--- config.mk ---
export PLATFORM = sky130hd
export DESIGN_NAME = dtc_tap_sequencer
export DESIGN_NICKNAME = d
export VERILOG_FILES = /design/src/rtl/dtc_pkg.sv /design/src/rtl/dtc_req_check.sv /design/src/rtl/dtc_tap_fill.sv /design/src/rtl/dtc_elem_cursor.sv /design/src/rtl/dtc_tap_sequencer.sv
export SDC_FILE = /design/constraint.sdc
export NUM_CORES = 1
export LEC_CHECK = 0
export BUFFER_PORTS_ARGS = -buffer_cell sky130_fd_sc_hd__buf_2
export CAP_MARGIN = 20
export CORE_AREA = 2 2 73 75
export CTS_BUF_LIST = sky130_fd_sc_hd__clkbuf_8
export CTS_CLUSTER_SIZE = 24
export DETAILED_ROUTE_END_ITERATION = 8
export DIE_AREA = 0 0 75 77
export MAX_ROUTING_LAYER = met4
export PLACE_DENSITY = 0.84
export SLEW_MARGIN = 0
export SYNTH_ARGS = -nofsm -noshare
export SYNTH_HDL_FRONTEND = slang
export SYNTH_SLANG_ARGS = --single-unit
--- constraint.sdc ---
create_clock -name clk -period 2.05 [get_ports clk]
set_input_delay 0.1025 -clock clk [delete_from_list [all_inputs] [get_ports clk]]
set_output_delay 0.1025 -clock clk [all_outputs]
set_load 0.02 [all_outputs]
--- src/rtl/dtc_pkg.sv ---
`timescale 1ns/1ps
package dtc_pkg;
    typedef enum logic [1:0] {
        ST_IDLE   = 2'd0,
        ST_STREAM = 2'd1,
        ST_DONE   = 2'd2
    } seq_state_e;
endpackage

--- src/rtl/dtc_req_check.sv ---
`timescale 1ns/1ps
// Range check on an incoming request.
module dtc_req_check #(
    parameter int COARSE_W   = 13,
    parameter int FINE_W     = 7,
    parameter int COARSE_MAX = 7347,
    parameter int FINE_MAX   = 93
) (
    input  logic [COARSE_W-1:0] coarse,
    input  logic [FINE_W-1:0]   fine,
    output logic                in_range
);
    always_comb begin
        in_range = (coarse <= COARSE_W'(COARSE_MAX)) && (fine <= FINE_W'(FINE_MAX));
    end
endmodule

--- src/rtl/dtc_tap_fill.sv ---
`timescale 1ns/1ps
// Takes a full element worth of taps from the remainder, or whatever is left.
module dtc_tap_fill #(
    parameter int REM_W = 13,
    parameter int TAP_W = 5
) (
    input  logic [REM_W-1:0] rem,
    output logic [TAP_W-1:0] taps,
    output logic [REM_W-1:0] rem_next
);
    localparam int TAP_MAX = (1 << TAP_W) - 1;

    always_comb begin
        if (rem >= REM_W'(TAP_MAX)) begin
            taps = TAP_W'(TAP_MAX);
        end else begin
            taps = rem[TAP_W-1:0];
        end
        rem_next = rem - REM_W'(taps);
    end
endmodule

--- src/rtl/dtc_elem_cursor.sv ---
`timescale 1ns/1ps
// Position arithmetic over the two lines: successor, stage boundaries, end.
module dtc_elem_cursor #(
    parameter int N_ELEM = 240,
    parameter int N_FINE = 3,
    parameter int IDX_W  = 8
) (
    input  logic             line,
    input  logic [IDX_W-1:0] idx,
    output logic             nxt_line,
    output logic [IDX_W-1:0] nxt_idx,
    output logic             is_last,
    output logic             nxt_fine_start,
    output logic             nxt_line_start
);
    localparam int N_COARSE = N_ELEM - N_FINE;

    logic at_end;

    always_comb begin
        at_end         = (idx == IDX_W'(N_ELEM - 1));
        is_last        = line && at_end;
        nxt_line_start = at_end;
        if (at_end) begin
            nxt_line = 1'b1;
            nxt_idx  = '0;
        end else begin
            nxt_line = line;
            nxt_idx  = idx + 1'b1;
        end
        nxt_fine_start = (nxt_idx == IDX_W'(N_COARSE));
    end
endmodule

--- src/rtl/dtc_tap_sequencer.sv ---
`timescale 1ns/1ps
// Streams per-element tap settings for a coarse+fine Vernier delay-line pair.
module dtc_tap_sequencer #(
    parameter int N_ELEM = 240,
    parameter int N_FINE = 3,
    parameter int TAP_W  = 5,
    localparam int N_COARSE   = N_ELEM - N_FINE,
    localparam int TAP_MAX    = (1 << TAP_W) - 1,
    localparam int COARSE_MAX = N_COARSE * TAP_MAX,
    localparam int FINE_MAX   = N_FINE * TAP_MAX,
    localparam int IDX_W      = $clog2(N_ELEM),
    localparam int COARSE_W   = $clog2(COARSE_MAX + 1),
    localparam int FINE_W     = $clog2(FINE_MAX + 1)
) (
    input  logic                clk,
    input  logic                rst,
    input  logic                req_valid,
    input  logic [COARSE_W-1:0] req_coarse,
    input  logic [FINE_W-1:0]   req_fine,
    output logic                req_ready,
    output logic                err,
    output logic                out_valid,
    input  logic                out_ready,
    output logic                out_line,
    output logic [IDX_W-1:0]    out_index,
    output logic [TAP_W-1:0]    out_taps,
    output logic                done
);
    import dtc_pkg::*;

    localparam int REM_W = (COARSE_W > FINE_W) ? COARSE_W : FINE_W;

    typedef struct packed {
        seq_state_e          state;
        logic                line;
        logic [IDX_W-1:0]    idx;
        logic [REM_W-1:0]    rem;
        logic [COARSE_W-1:0] coarse;
        logic [FINE_W-1:0]   fine;
        logic                done;
        logic                err;
    } seq_regs_t;

    seq_regs_t q, d;

    logic             req_ok;
    logic [TAP_W-1:0] fill_taps;
    logic [REM_W-1:0] fill_rem_next;
    logic             cur_nxt_line;
    logic [IDX_W-1:0] cur_nxt_idx;
    logic             cur_is_last;
    logic             cur_nxt_fine_start;
    logic             cur_nxt_line_start;

    dtc_req_check #(
        .COARSE_W  (COARSE_W),
        .FINE_W    (FINE_W),
        .COARSE_MAX(COARSE_MAX),
        .FINE_MAX  (FINE_MAX)
    ) u_check (
        .coarse  (req_coarse),
        .fine    (req_fine),
        .in_range(req_ok)
    );

    dtc_tap_fill #(
        .REM_W(REM_W),
        .TAP_W(TAP_W)
    ) u_fill (
        .rem     (q.rem),
        .taps    (fill_taps),
        .rem_next(fill_rem_next)
    );

    dtc_elem_cursor #(
        .N_ELEM(N_ELEM),
        .N_FINE(N_FINE),
        .IDX_W (IDX_W)
    ) u_cursor (
        .line          (q.line),
        .idx           (q.idx),
        .nxt_line      (cur_nxt_line),
        .nxt_idx       (cur_nxt_idx),
        .is_last       (cur_is_last),
        .nxt_fine_start(cur_nxt_fine_start),
        .nxt_line_start(cur_nxt_line_start)
    );

    always_comb begin
        d      = q;
        d.done = 1'b0;
        d.err  = 1'b0;
        case (q.state)
            ST_IDLE: begin
                if (req_valid) begin
                    if (req_ok) begin
                        d.state  = ST_STREAM;
                        d.line   = 1'b0;
                        d.idx    = '0;
                        // leading coarse stage draws from an empty remainder
                        d.rem    = '0;
                        d.coarse = req_coarse;
                        d.fine   = req_fine;
                    end else begin
                        d.err = 1'b1;
                    end
                end
            end
            ST_STREAM: begin
                if (out_ready) begin
                    if (cur_is_last) begin
                        d.state = ST_DONE;
                        d.done  = 1'b1;
                    end else begin
                        d.line = cur_nxt_line;
                        d.idx  = cur_nxt_idx;
                        if (cur_nxt_fine_start) begin
                            d.rem = REM_W'(q.fine);
                        end else if (cur_nxt_line_start) begin
                            d.rem = REM_W'(q.coarse);
                        end else begin
                            d.rem = fill_rem_next;
                        end
                    end
                end
            end
            ST_DONE: begin
                d.state = ST_IDLE;
            end
            default: begin
                d.state = ST_IDLE;
            end
        endcase
    end

    always_ff @(posedge clk) begin
        if (rst) begin
            q <= '{state: ST_IDLE, line: 1'b0, idx: '0, rem: '0,
                   coarse: '0, fine: '0, done: 1'b0, err: 1'b0};
        end else begin
            q <= d;
        end
    end

    always_comb begin
        req_ready = (q.state == ST_IDLE);
        out_valid = (q.state == ST_STREAM);
        out_line  = q.line;
        out_index = q.idx;
        out_taps  = fill_taps;
        done      = q.done;
        err       = q.err;
    end
endmodule

Yosys cells after proc, flatten, opt, wreduce, memory -nomap -nowiden --
Index checks and enable logic that the tools add are counted.
Storage, ports and cells: output and inout port bits 18, logic and storage cells 50, bits in registers 46
Cells by class: add/sub/neg operators 2, multiplexer cells 14, reduce and logical (&&, ||, !) cells 10, eq/ne operators 9, $lt $le $gt $ge 3, bitwise logic cells 4
Operators with widths (number):
- 2-to-1 mux 44 bit | 2
- case mux 22 bit (2 select lines) | 1
- 2-to-1 mux 13 bit | 2
- 2-to-1 mux 24 bit | 1
- 2-to-1 mux 22 bit | 1
- == test 8 bit, second input constant | 2
- >= comparator 13 x 5 -> 1 bit, second input constant | 1
- less-or-equal comparator 13 bit, second input constant | 1
- subtractor 13 x 5 -> 13 bit | 1
- adder 8 x 1 -> 8 bit, second input constant | 1
- 2-to-1 mux 8 bit | 1
- inequality test 2 x 1 -> 1 bit, second input constant | 4
- less-or-equal comparator 7 bit, second input constant | 1
- AND reduction 6 bit | 1
- OR reduction 3 bit | 2
- 2-to-1 mux 5 bit | 1
- AND reduction 5 bit | 1
- inequality test 2 bit, second input constant | 2
- inverter 1 bit | 4
- case mux 2 bit (2 select lines) | 1
- AND reduction 4 bit | 1
- 2-to-1 mux 1 bit | 3
- AND reduction 3 bit | 1
- == test 2 x 1 -> 1 bit, second input constant | 1
- other kinds (4) | 5

Logic depth before layout (Yosys ltp) --
depth after elaboration 8, gate-level depth with buffers 9, gate-level depth less buffers 9

Hierarchy --
A second synthesis with hierarchy kept.
Unflattened totals: cells, all modules 328, area, all modules 2667.6 sq um
By module, submodules not included:
- dtc_tap_sequencer | times used 1, area each 2048.2 sq um, cells an instance 238, seq. area each 920.9 sq um
- dtc_tap_fill | times used 1, area each 334.1 sq um, cells an instance 48, seq. area each 0.0 sq um
- dtc_elem_cursor | times used 1, area each 240.2 sq um, cells an instance 35, seq. area each 0.0 sq um
- dtc_req_check | times used 1, area each 45.0 sq um, cells an instance 7, seq. area each 0.0 sq um

Least setup slack after synthesis --
Ideal clock, no wire load.
path kind register to register, start point register q, in the netlist out_index[0], end point register q[32] (netlist bit), clock period less this slack 2.003 ns, arrival time 1.880 ns, slack 0.047 ns, stages on the path, launching flop included 8, path buffers 0, cells stage by stage dfxtp_1 ha_1 nand4_1 or3b_4 a211oi_4 nand2_4 a31oi_1 o22ai_1
On the way: longest elaborated chain between the ends 7, elaborated cells between the ends (all ways) 12, classes of those cells add/sub (1); eq/ne (3); mux (6); reduce/logical (2)
RTL lines:
- from (decl) | RTL line dtc_tap_sequencer.sv:44 | seq_regs_t q, d;
- from (signal assigned) | RTL line dtc_tap_sequencer.sv:138 | q <= '{state: ST_IDLE, line: 1'b0, idx: '0, rem: '0,
- adder 8 x 1 -> 8 bit or == test 8 bit (tied branches) | RTL line dtc_elem_cursor.sv:29, dtc_elem_cursor.sv:21
- 2-to-1 mux 8 bit | RTL line dtc_elem_cursor.sv:24 | if (at_end) begin
- == test 8 bit | RTL line dtc_elem_cursor.sv:31 | nxt_fine_start = (nxt_idx == IDX_W'(N_COARSE));
- 2-to-1 mux 13 bit | RTL line dtc_tap_sequencer.sv:117 | if (cur_nxt_fine_start) begin
- 2-to-1 mux 22 bit | RTL line dtc_tap_sequencer.sv:111 | if (cur_is_last) begin
- 2-to-1 mux 24 bit | RTL line dtc_tap_sequencer.sv:110 | if (out_ready) begin
- case mux 22 bit (2 select lines) | RTL line dtc_tap_sequencer.sv:93 | case (q.state)
Several ways; a longest one is shown, not always the timed one. The select of a mux whose other input is x is not followed. A chain may end at the register's enable or synchronous reset.

Worst setup path in the final report --
start point register q[31] (netlist bit), end point register q[34] (netlist bit)
On the way: longest elaborated chain between the ends 8
RTL lines:
- >= comparator 13 x 5 -> 1 bit | RTL line dtc_tap_fill.sv:14 | if (rem >= REM_W'(TAP_MAX)) begin
- 2-to-1 mux 5 bit | RTL line dtc_tap_fill.sv:14
- subtractor 13 x 5 -> 13 bit (*) | RTL line dtc_tap_fill.sv:19 | rem_next = rem - REM_W'(taps);
- 2-to-1 mux 13 bit (*) | RTL line dtc_tap_sequencer.sv:119 | end else if (cur_nxt_line_start) begin
- 2-to-1 mux 13 bit (*) | RTL line dtc_tap_sequencer.sv:117
- 2-to-1 mux 22 bit (*) | RTL line dtc_tap_sequencer.sv:111
- 2-to-1 mux 24 bit (*) | RTL line dtc_tap_sequencer.sv:110
- case mux 22 bit (2 select lines) (*) | RTL line dtc_tap_sequencer.sv:93
Mark *: on every way between the ends. The rest lies on a longest branch, timed or not. The select of a mux whose other input is x is not followed.

==> results list <==
- Result of the run: complete, no violations
* RSZ-0062 raised after global routing: yes
* #FFs+latches synth: 46
* Worst path buffer plus inverter count: 0
- Number of flops mapped to enable cells by yosys: 0
- Worst ir drop on vdd: approximately 0.46 mV
- Residual overflow from global routing: 0
- Arrival @ worst endpoint: between 2000 and 2500 ps
* Number of nets in the final layout: between 300 and 400
- Path category of the worst min-delay check: input pin to flip-flop
- Power spread over the standard cell area amounts to 754 nW/um^2.
- Pin count of the biggest net entering global routing: 26
- The detailed router finished its first iteration with between 300 and 400 violations.
* Dominant register cell in the synthesized netlist: dfxtp_1
- Overall via count from detail_route: approximately 2500
* Initial antenna violation count: 0
- Synthesis produced a netlist with a net count of approximately 330.
* Clock input transition at the sequential cells of the worst setup and hold paths: around 80 ps
- Largest buffer count on any clock path: 2
- For this run, the top clock speed supported by timing is 0.493 GHz.
- Dividing the synthesized area by the synthesized cell count gives about 8.3 um^2.
- Post-detailed-placement half-perimeter wirelength: 4.64 mm
- Share of flip-flops with an asynchronous set or reset: 0
- The cell sitting at the root of the clock tree is a clkbuf_8.
- Of the total power, combinational logic draws 0.288.
* Final-report setup violation count: 0
- The worst setup path is of the flip-flop to flip-flop kind.
* TritonCTS Sinks: 46
- The floorplan step defined a die boundary enclosing approximately 5800 um^2.
- For this run, the detailed router's first-pass iteration total came to 5.
* Synth top cells by count: 46 x dfxtp_1, 36 x nor2_1, 30 x nand2_1, 28 x mux2i_1
- Via count of the first global-routing pass: ~2200
- Input and output buffers added on the ports amount to about 40.
- Finished Core Util: 0.618
- Transition time at the pin with the least slew margin: between 500 and 600 ps
- Minimum clock period after layout: slightly above 2000 ps
- Max-cap violations in this run came to 0.
- Cell Rows: 26
- Of the total power, the clock network draws 0.295.
* Clock latency at the later pin of the worst-skew pair: about 300 ps
- Clock skew on the completed layout was measured at approximately 6.3 ps.
* Delay of the slowest critical-path stage: between 300 and 400 ps
- The slowest stage of the critical path is the dfxtp_1 cell.
- Overall power consumption after layout is estimated at between 2 and 2.5 mW.
- Proportion of power drawn by flip-flops and latches: 0.416
* Post-synthesis instance area: around 2500 um^2
- I/O pin cnt: between 40 and 50
* Die boundary width: about 75 um
* Ranking of synthesized cells by area: dfxtp_1 37%, mux2i_1 11%, nor2_1 5.4%
- Number of synthesis warnings: 0
* Final weighted congestion of routability-driven global placement: 0.918
- Endpoint required time on the critical path: between 2000 and 2500 ps
- After technology mapping, the gate count stands at 300.
* CTS tree: done
* Crit share post-route: 0.990
- Summed over all cells, the static leakage comes to approximately 1.3 nW.
- The internal portion of the total power is between 1.5 and 2 mW.
* Number of remaining DRC errors: 0
* Most area-hungry cell type in the Yosys netlist: dfxtp_1
* Standard cell core area: about 5000 um^2
- Clock tree synthesis inserted a total of 5 buffers.
- Initial Utilization: 0.502
- Hold Fails Final Rpt: 0
- The share of the Yosys chip area taken by registers is 0.369.
- After detailed routing, the average wire length per cell comes to ~16 um.
- The share of synthesized area in the top cell type comes to 0.369.
* Number of distinct library cells after synthesis: 52
* Final sum of negative setup slack: 0 ps
* Final Hold Slack: around 43 ps
* Number of levels the H-tree was split into: 2
- The worst pin sits at a relative slew slack of 0.625.
- Hold repair after CTS inserted 0 buffers.
* Dominant delay contributor by cell family on the critical path: simple AND/OR/NAND/NOR gates
- Remaining antenna violation count: 0
* Largest driver fanout on the critical path: 7
- Dominant cell type by count on the critical path: o21ai_0
- Type of origin of the critical path: flip-flop
- After filler insertion, the fill cell instance count of the layout stands at between 400 and 500.
- Share of total power consumed by net switching: 0.308
- The floorplan step set the die height to approximately 77 um.
* Global-route wire length before repair: between 10 and 15 mm
* Library cell with the highest instance count after synthesis: dfxtp_1
* Diode count: 0
* Count of final max-slew check failures: 0
* Total wirelength of the detailed-routed design: 6.79 mm
- Net Switching: between 0.7 and 0.8 mW
- Fraction of final layout cells sized beyond drive strength 1: 0.291
- In the global route stage, overall resource usage came out at 0.234.
- Worst setup EP type: flip-flop
- Critical Path, Cell by Cell: nor4_4, nand2_2, nand2b_1, ha_2, a41o_1, o21ai_0, o21ai_0, mux2i_1, o21ai_0
- Layout area overhead: 23.2%
- After detailed routing, the number of vias per cell comes to between 5 and 6.
-- worst paths after layout --
kind,startpoint,endpoint,slack (ps),cells after the start
hold reg to reg,q[20]$_SDFFE_PP0P_,q[20]$_SDFFE_PP0P_,500,2
setup reg to reg,q[31]$_SDFFE_PP0P_,q[34]$_SDFFE_PP0P_,20,9
hold / removal,req_coarse[0],q[9]$_SDFFE_PP0P_,40,3
setup / recovery,q[31]$_SDFFE_PP0P_,q[34]$_SDFFE_PP0P_,20,9
-- what timing repair did --
item                                    in CTS  in global routing
pin swaps                                    0                  2
gates cloned                                 0                  2
gates resized for setup                      5                 11
setup buffers                                0                  4
endpoints found under the setup margin      10                 24
-- routing by layer --
layer	wire (um)	track usage	up-vias
li1	-	-	1183
met2	3180	0.334	140
met1	2850	0.331	1174
met5	0	-	-
met3	613	0.0434	20
met4	150	0.0786	0
-- worst min-delay path: cells and delay by family --
family | cells | cell delay, ps
buffers and inverters | 1 | 70
multiplexers | 1 | 50
AND/OR/NAND/NOR | 1 | 80
-- cell type report --
type,instances,area (um^2),area share
Clock buffer,6,82.6,0.0268
Timing Repair Buffer,68,437,0.142
Tap cell,70,87.6,0.0285
Clock inverter,1,30.0,0.00976
Multi-Input combinational cell,228,1500,0.487
Inverter,5,18.8,0.00610
Sequential cell,46,922,0.300
-- stage by stage --
step,cell area [um^2],instances,setup slack [ps]
after detailed placement,2840,411,-29.4
after floorplan,2500,300,47.1
after CTS,2970,418,18.5
after global placement,2840,411,63.5
final,3080,424,21.0
after global routing,3080,424,-16.9
-- state kept, by name, summed over array words and instances, names as in the netlist --
signal,count
q,35
out_index,8
out_line,1
err,1
done,1
-- kinds of logic (layout without fill, tap and decap cells) --
group	Yosys count	after routing	share of synthesized area
and+or+nand+nor	120	122	0.237
AOI/OAI and AO/OA	68	68	0.175
DFF	46	46	0.369
muxes	29	29	0.117
buffers and inverters	28	80	0.0661
xor gates and xnor gates	6	6	0.0210
adders and majority gates	3	3	0.0150
-- cells in the final DEF (no fill, tap or decap), drive strengths merged, types with 3 or more instances in the layout --
master and count:
o22ai 4, clkbuf 6, nor3 17, o21ai 23
mux2i 28, or3 5, nand2 34, a31oi 4
nand4 3, a21oi 20, buf 68, a211oi 4
or4 4, xor2 5, dfxtp 46, inv 5
nand2b 4, nand3 10, ha 3, nor2 36
-- power by group through the flow --
stage          registers (mW)  clock network [mW]  logic (mW)
2_1_floorplan           0.975                   0       0.448
3_3_place_gp            0.980                   0       0.590
3_5_place_dp            0.981                   0       0.607
4_1_cts                 0.962               0.694       0.630
5_1_grt                 0.970               0.724       0.722
6_report                0.966               0.685       0.669
Note: power is estimated with default switching activity, not from simulation.
